File: src/rtl/gpio_mask_pkg.sv
package gpio_mask_pkg;
  typedef enum logic [1:0] {
    TGT_DATA  = 2'd0,
    TGT_DIR   = 2'd1,
    TGT_SENSE = 2'd2,
    TGT_NONE  = 2'd3
  } tgt_e;
endpackage

File: src/rtl/gpio_addr_dec.sv
module gpio_addr_dec
  import gpio_mask_pkg::*;
#(
  parameter int PIN_W  = 8,
  parameter int ADDR_W = 12
) (
  input  logic [ADDR_W-1:0] addr_i,
  output tgt_e              tgt_o,
  output logic [PIN_W-1:0]  mask_o
);
  localparam int WORD_W = ADDR_W - 2;
  localparam logic [WORD_W-1:0] DIR_WORD   = WORD_W'(1 << PIN_W);
  localparam logic [WORD_W-1:0] SENSE_WORD = WORD_W'((1 << PIN_W) + 1);

  logic [WORD_W-1:0] word;
  logic              unused_lsb;

  assign word       = addr_i[ADDR_W-1:2];
  assign unused_lsb = ^addr_i[1:0];
  assign mask_o     = addr_i[PIN_W+1:2];

  always_comb begin
    if (addr_i[ADDR_W-1:PIN_W+2] == '0) tgt_o = TGT_DATA;
    else if (word == DIR_WORD)          tgt_o = TGT_DIR;
    else if (word == SENSE_WORD)        tgt_o = TGT_SENSE;
    else                                tgt_o = TGT_NONE;
  end
endmodule

File: src/rtl/gpio_in_sync.sv
module gpio_in_sync #(
  parameter int W      = 8,
  parameter int STAGES = 2
) (
  input  logic         clk_i,
  input  logic         rst_ni,
  input  logic [W-1:0] d_i,
  output logic [W-1:0] q_o
);
  for (genvar b = 0; b < W; b++) begin : g_bit
    logic [STAGES-1:0] chain;
    always_ff @(posedge clk_i or negedge rst_ni) begin
      if (!rst_ni) chain <= '0;
      else         chain <= {chain[STAGES-2:0], d_i[b]};
    end
    assign q_o[b] = chain[STAGES-1];
  end
endmodule

File: src/rtl/gpio_reg_file.sv
module gpio_reg_file
  import gpio_mask_pkg::*;
#(
  parameter int PIN_W = 8
) (
  input  logic             clk_i,
  input  logic             rst_ni,
  input  logic             we_i,
  input  tgt_e             tgt_i,
  input  logic [PIN_W-1:0] mask_i,
  input  logic [PIN_W-1:0] wdata_i,
  output logic [PIN_W-1:0] data_o,
  output logic [PIN_W-1:0] dir_o,
  output logic [PIN_W-1:0] sense_o
);
  // per-bit enables on the data register implement the address mask
  for (genvar n = 0; n < PIN_W; n++) begin : g_data
    always_ff @(posedge clk_i or negedge rst_ni) begin
      if (!rst_ni)                                    data_o[n] <= 1'b0;
      else if (we_i && tgt_i == TGT_DATA && mask_i[n]) data_o[n] <= wdata_i[n];
    end
  end

  always_ff @(posedge clk_i or negedge rst_ni) begin
    if (!rst_ni) begin
      dir_o   <= '0;
      sense_o <= '0;
    end else if (we_i) begin
      if (tgt_i == TGT_DIR)   dir_o   <= wdata_i;
      if (tgt_i == TGT_SENSE) sense_o <= wdata_i;
    end
  end
endmodule

File: src/rtl/gpio_mask_port.sv
module gpio_mask_port
  import gpio_mask_pkg::*;
#(
  parameter int PIN_W  = 8,
  parameter int ADDR_W = 12
) (
  input  logic              clk_i,
  input  logic              rst_ni,
  input  logic              sel_i,
  input  logic              wr_i,
  input  logic [ADDR_W-1:0] addr_i,
  input  logic [PIN_W-1:0]  wdata_i,
  output logic [PIN_W-1:0]  rdata_o,
  input  logic [PIN_W-1:0]  pin_i,
  output logic [PIN_W-1:0]  pin_oe_o,
  output logic [PIN_W-1:0]  pin_out_o
);
  tgt_e             tgt;
  logic [PIN_W-1:0] mask, data_q, dir_q, sense_q, pin_sync, eff;

  gpio_addr_dec #(.PIN_W(PIN_W), .ADDR_W(ADDR_W)) dec_i (
    .addr_i (addr_i),
    .tgt_o  (tgt),
    .mask_o (mask)
  );

  gpio_in_sync #(.W(PIN_W), .STAGES(2)) sync_i (
    .clk_i  (clk_i),
    .rst_ni (rst_ni),
    .d_i    (pin_i),
    .q_o    (pin_sync)
  );

  gpio_reg_file #(.PIN_W(PIN_W)) regs_i (
    .clk_i   (clk_i),
    .rst_ni  (rst_ni),
    .we_i    (sel_i & wr_i),
    .tgt_i   (tgt),
    .mask_i  (mask),
    .wdata_i (wdata_i),
    .data_o  (data_q),
    .dir_o   (dir_q),
    .sense_o (sense_q)
  );

  assign eff = (dir_q & data_q) | (~dir_q & pin_sync);

  always_comb begin
    rdata_o = '0;
    if (sel_i && !wr_i) begin
      unique case (tgt)
        TGT_DATA:  rdata_o = mask & eff;
        TGT_DIR:   rdata_o = dir_q;
        TGT_SENSE: rdata_o = sense_q;
        default:   rdata_o = '0;
      endcase
    end
  end

  assign pin_oe_o  = dir_q;
  assign pin_out_o = data_q;
endmodule

File: config.mk
export PLATFORM = sky130hd
export DESIGN_NAME = gpio_mask_port
export DESIGN_NICKNAME = d
export VERILOG_FILES = /design/src/rtl/gpio_mask_pkg.sv /design/src/rtl/gpio_addr_dec.sv /design/src/rtl/gpio_in_sync.sv /design/src/rtl/gpio_reg_file.sv /design/src/rtl/gpio_mask_port.sv
export SDC_FILE = /design/constraint.sdc
export NUM_CORES = 1
export LEC_CHECK = 0
export BUFFER_PORTS_ARGS = -buffer_cell sky130_fd_sc_hd__buf_4
export CORE_ASPECT_RATIO = 0.5
export CORE_MARGIN = 3
export CORE_UTILIZATION = 51
export CTS_CLUSTER_DIAMETER = 150
export DETAILED_ROUTE_END_ITERATION = 7
export GPL_TIMING_DRIVEN = 1
export PLACE_DENSITY = 0.88
export SKIP_CTS_REPAIR_TIMING = 1
export SYNTH_ARGS = -nofsm -noshare
export SYNTH_HDL_FRONTEND = slang
export SYNTH_HIERARCHICAL = 1
export SYNTH_SLANG_ARGS = --single-unit
File: constraint.sdc
create_clock -name clk_i -period 2.48 [get_ports clk_i]
set_input_delay 0.496 -clock clk_i [delete_from_list [all_inputs] [get_ports clk_i]]
set_output_delay 0.496 -clock clk_i [all_outputs]
set_load 0.1 [all_outputs]
==> run metrics <==
Setup CP Type in2out; syn_nets 172; gr ovfl total 0; io pins 56; Startpoint Class input port; crit end category output port; setup tns final -1.27 ns; RSZ-0062 raised after global routing yes; largest net degree at the start of global routing 41; initial antenna violation count 0; HPWL after DPL roughly 2900 um; vias in the first global route roughly 1400; most common cell after layout, fill and taps aside buf_4; Syn Area/Cell 13.6 um2; most used cell, CP buf_4; mapped cell area 1910 um2; Buf/Inv on CP 4; Core ar. approximately 3500 um2; most frequent cells in the layout 58 x buf_4, 40 x dfrtp_1, 23 x mux2_2; Slew @ Worst Pin 0.500 ns; Slew HR between 60% and 70%; Hold Violations, Final 0; Clock Sinks 40; dpl cells 240; period utilisation layout 107%; CP max-delay cell nor4_4; Max Slew Vio Count 0; M3 GR Usage 4.93%; Yosys cell types 24; first-pass GRT wire length 6640 um; Design Area, Final roughly 2800 um2; die width 92.5 um; DRT iter0 DRCs 60; worst skew pair latency 0.28 ns; total CTS buffers 5; Synth warnings 6; Post-Route WL 5080 um; Tmin final 2.65 ns; cells along the critical path buf_8 > nor4_4 > a31oi_4 > buf_4 > nand2_1 > nand3b_1 > buf_4 > a21oi_4 > buf_12; met2 Usage GRT 29.4%; initial core utilization 54.4%; GRT busiest layer met2; Lkg Pwr 1.21 nW; number of synthesized register bits 40; ant diodes 0; maximum VDD drop 0.000591 V; TritonCTS clock tree done; CP max stage delay 0.34 ns; grt met1 use approximately a quarter; DR WL/cell 20.4 um; Cells after Synth 140; Max-Cap Viols 0; synthesis-to-layout area growth 45.4%; layout cell share with drive strength beyond 1 71.2%; CP Data Required Time 1.98 ns; CP delay by family, top buffers and inverters; nets@finish 229; failing checks setup timing; Data arrival, critical path 2.15 ns; final cell count without fillers approximately 250; Worst Path Max Fanout 11; Finish-stage setup viols 8; Post-DP Area about 2500 um2; Worst-path clk slew 0.08 ns; clk buf depth 2; Die Y 49.3 um; first drt pass iteration count 5; status finished, violations left; Via Count 1411; vias per inst between 5 and 6; gr usage total 19.1%; Routed Antenna Nets 0; GPL Wtd Cong 0.803; I/O Buffers 53; sequential-to-total area share from yosys stat 52.4%; Peak Freq between 300 and 400 MHz; DRC 0; Setup Skew around 0.00037 ns; P per Cell Area 741 nW/um2; final worst-path setup slack -0.170 ns; # rows 15; root buffer cell clkbuf_8; Die Area 4560 um2; Worst Hold Class in2async; Finished Core Util a little under 80%; H-tree lvl count 2
[power breakdown]
part / internal [mW] / switching [mW]
logic: 0.250 / 0.542
clock network: 0.227 / 0.208
registers: 0.747 / 0.0853
total: 1.22 / 0.835
[flip-flops by register name (all words and copies together) (netlist names)]
signal	flops
sync_i/g_bit.chain	16
regs_i/dir_o	8
regs_i/sense_o	8
regs_i/data_o	8
[cell type report]
class / instances / area (um2)
inverters: 1 / 3.75
well taps: 51 / 63.8
flip-flops and latches: 40 / 1000
multi-input cells: 78 / 962
clock buffers: 8 / 90.1
fillers: 179 / 733
repair buffers: 71 / 656
[synthesized netlist by cell type, drive strengths merged]
cell type   n  area [um2]
nand3       8        40.0
and4bb      8         100
a22oi       8        60.1
a31oi       1        6.26
nor3        1        5.00
nand3b      3        47.6
mux2       32         387
a41oi       1        8.76
dfrtp      40        1000
clkbuf      1        5.00
a21oi       8        40.0
buf        20         159
and2        1        6.26
nor2        3        11.3
nor2b       2        12.5
nor4        1        12.5
nand2       1        3.75
inv         1        3.75
[path summary, 6_finish.rpt]
check,from,cells after the start,endpoint,slack (ns)
min reg2reg,sync_i/g_bit[2].chain[0],0,sync_i/g_bit[2].chain[1],0.35
min,rst_ni,1,sync_i/g_bit[4].chain[0],0.17
max in group asynchronous,rst_ni,1,regs_i/sense_o[3],1.95
max reg2reg,regs_i/dir_o[6],1,regs_i/dir_o[6],1.63
max,addr_i[6],9,rdata_o[0],-0.17
min in group clk_i,pin_i[7],1,sync_i/g_bit[7].chain[0],0.31
[cell families after synthesis]
kind of cell           share of synthesized area, %
DFF                                            52.4
and+or+nand+nor                                12.5
buffers and inverters                          8.78
muxes                                          20.2
AOI/OAI and AO/OA                              6.03
[metrics by stage]
stage / power [mW] / hold slack (ns) / worst slack [ns]
after floorplan: 1.39 / 0.200 / -0.353
after global placement: 1.56 / 0.332 / -0.332
after detailed placement: 1.57 / 0.335 / -0.340
after CTS: 2.01 / 0.185 / -0.349
after global routing: 2.14 / 0.203 / -0.228
final: 2.06 / 0.165 / -0.170
[layer usage]
layer | wire (um) | part of all wire (%)
met1 | 2050 | 40
met2 | 2560 | 50
met3 | 293 | 5.8
met4 | 175 | 3.4
met5 | 0 | 0
Note: power is estimated with default switching activity, not from simulation.
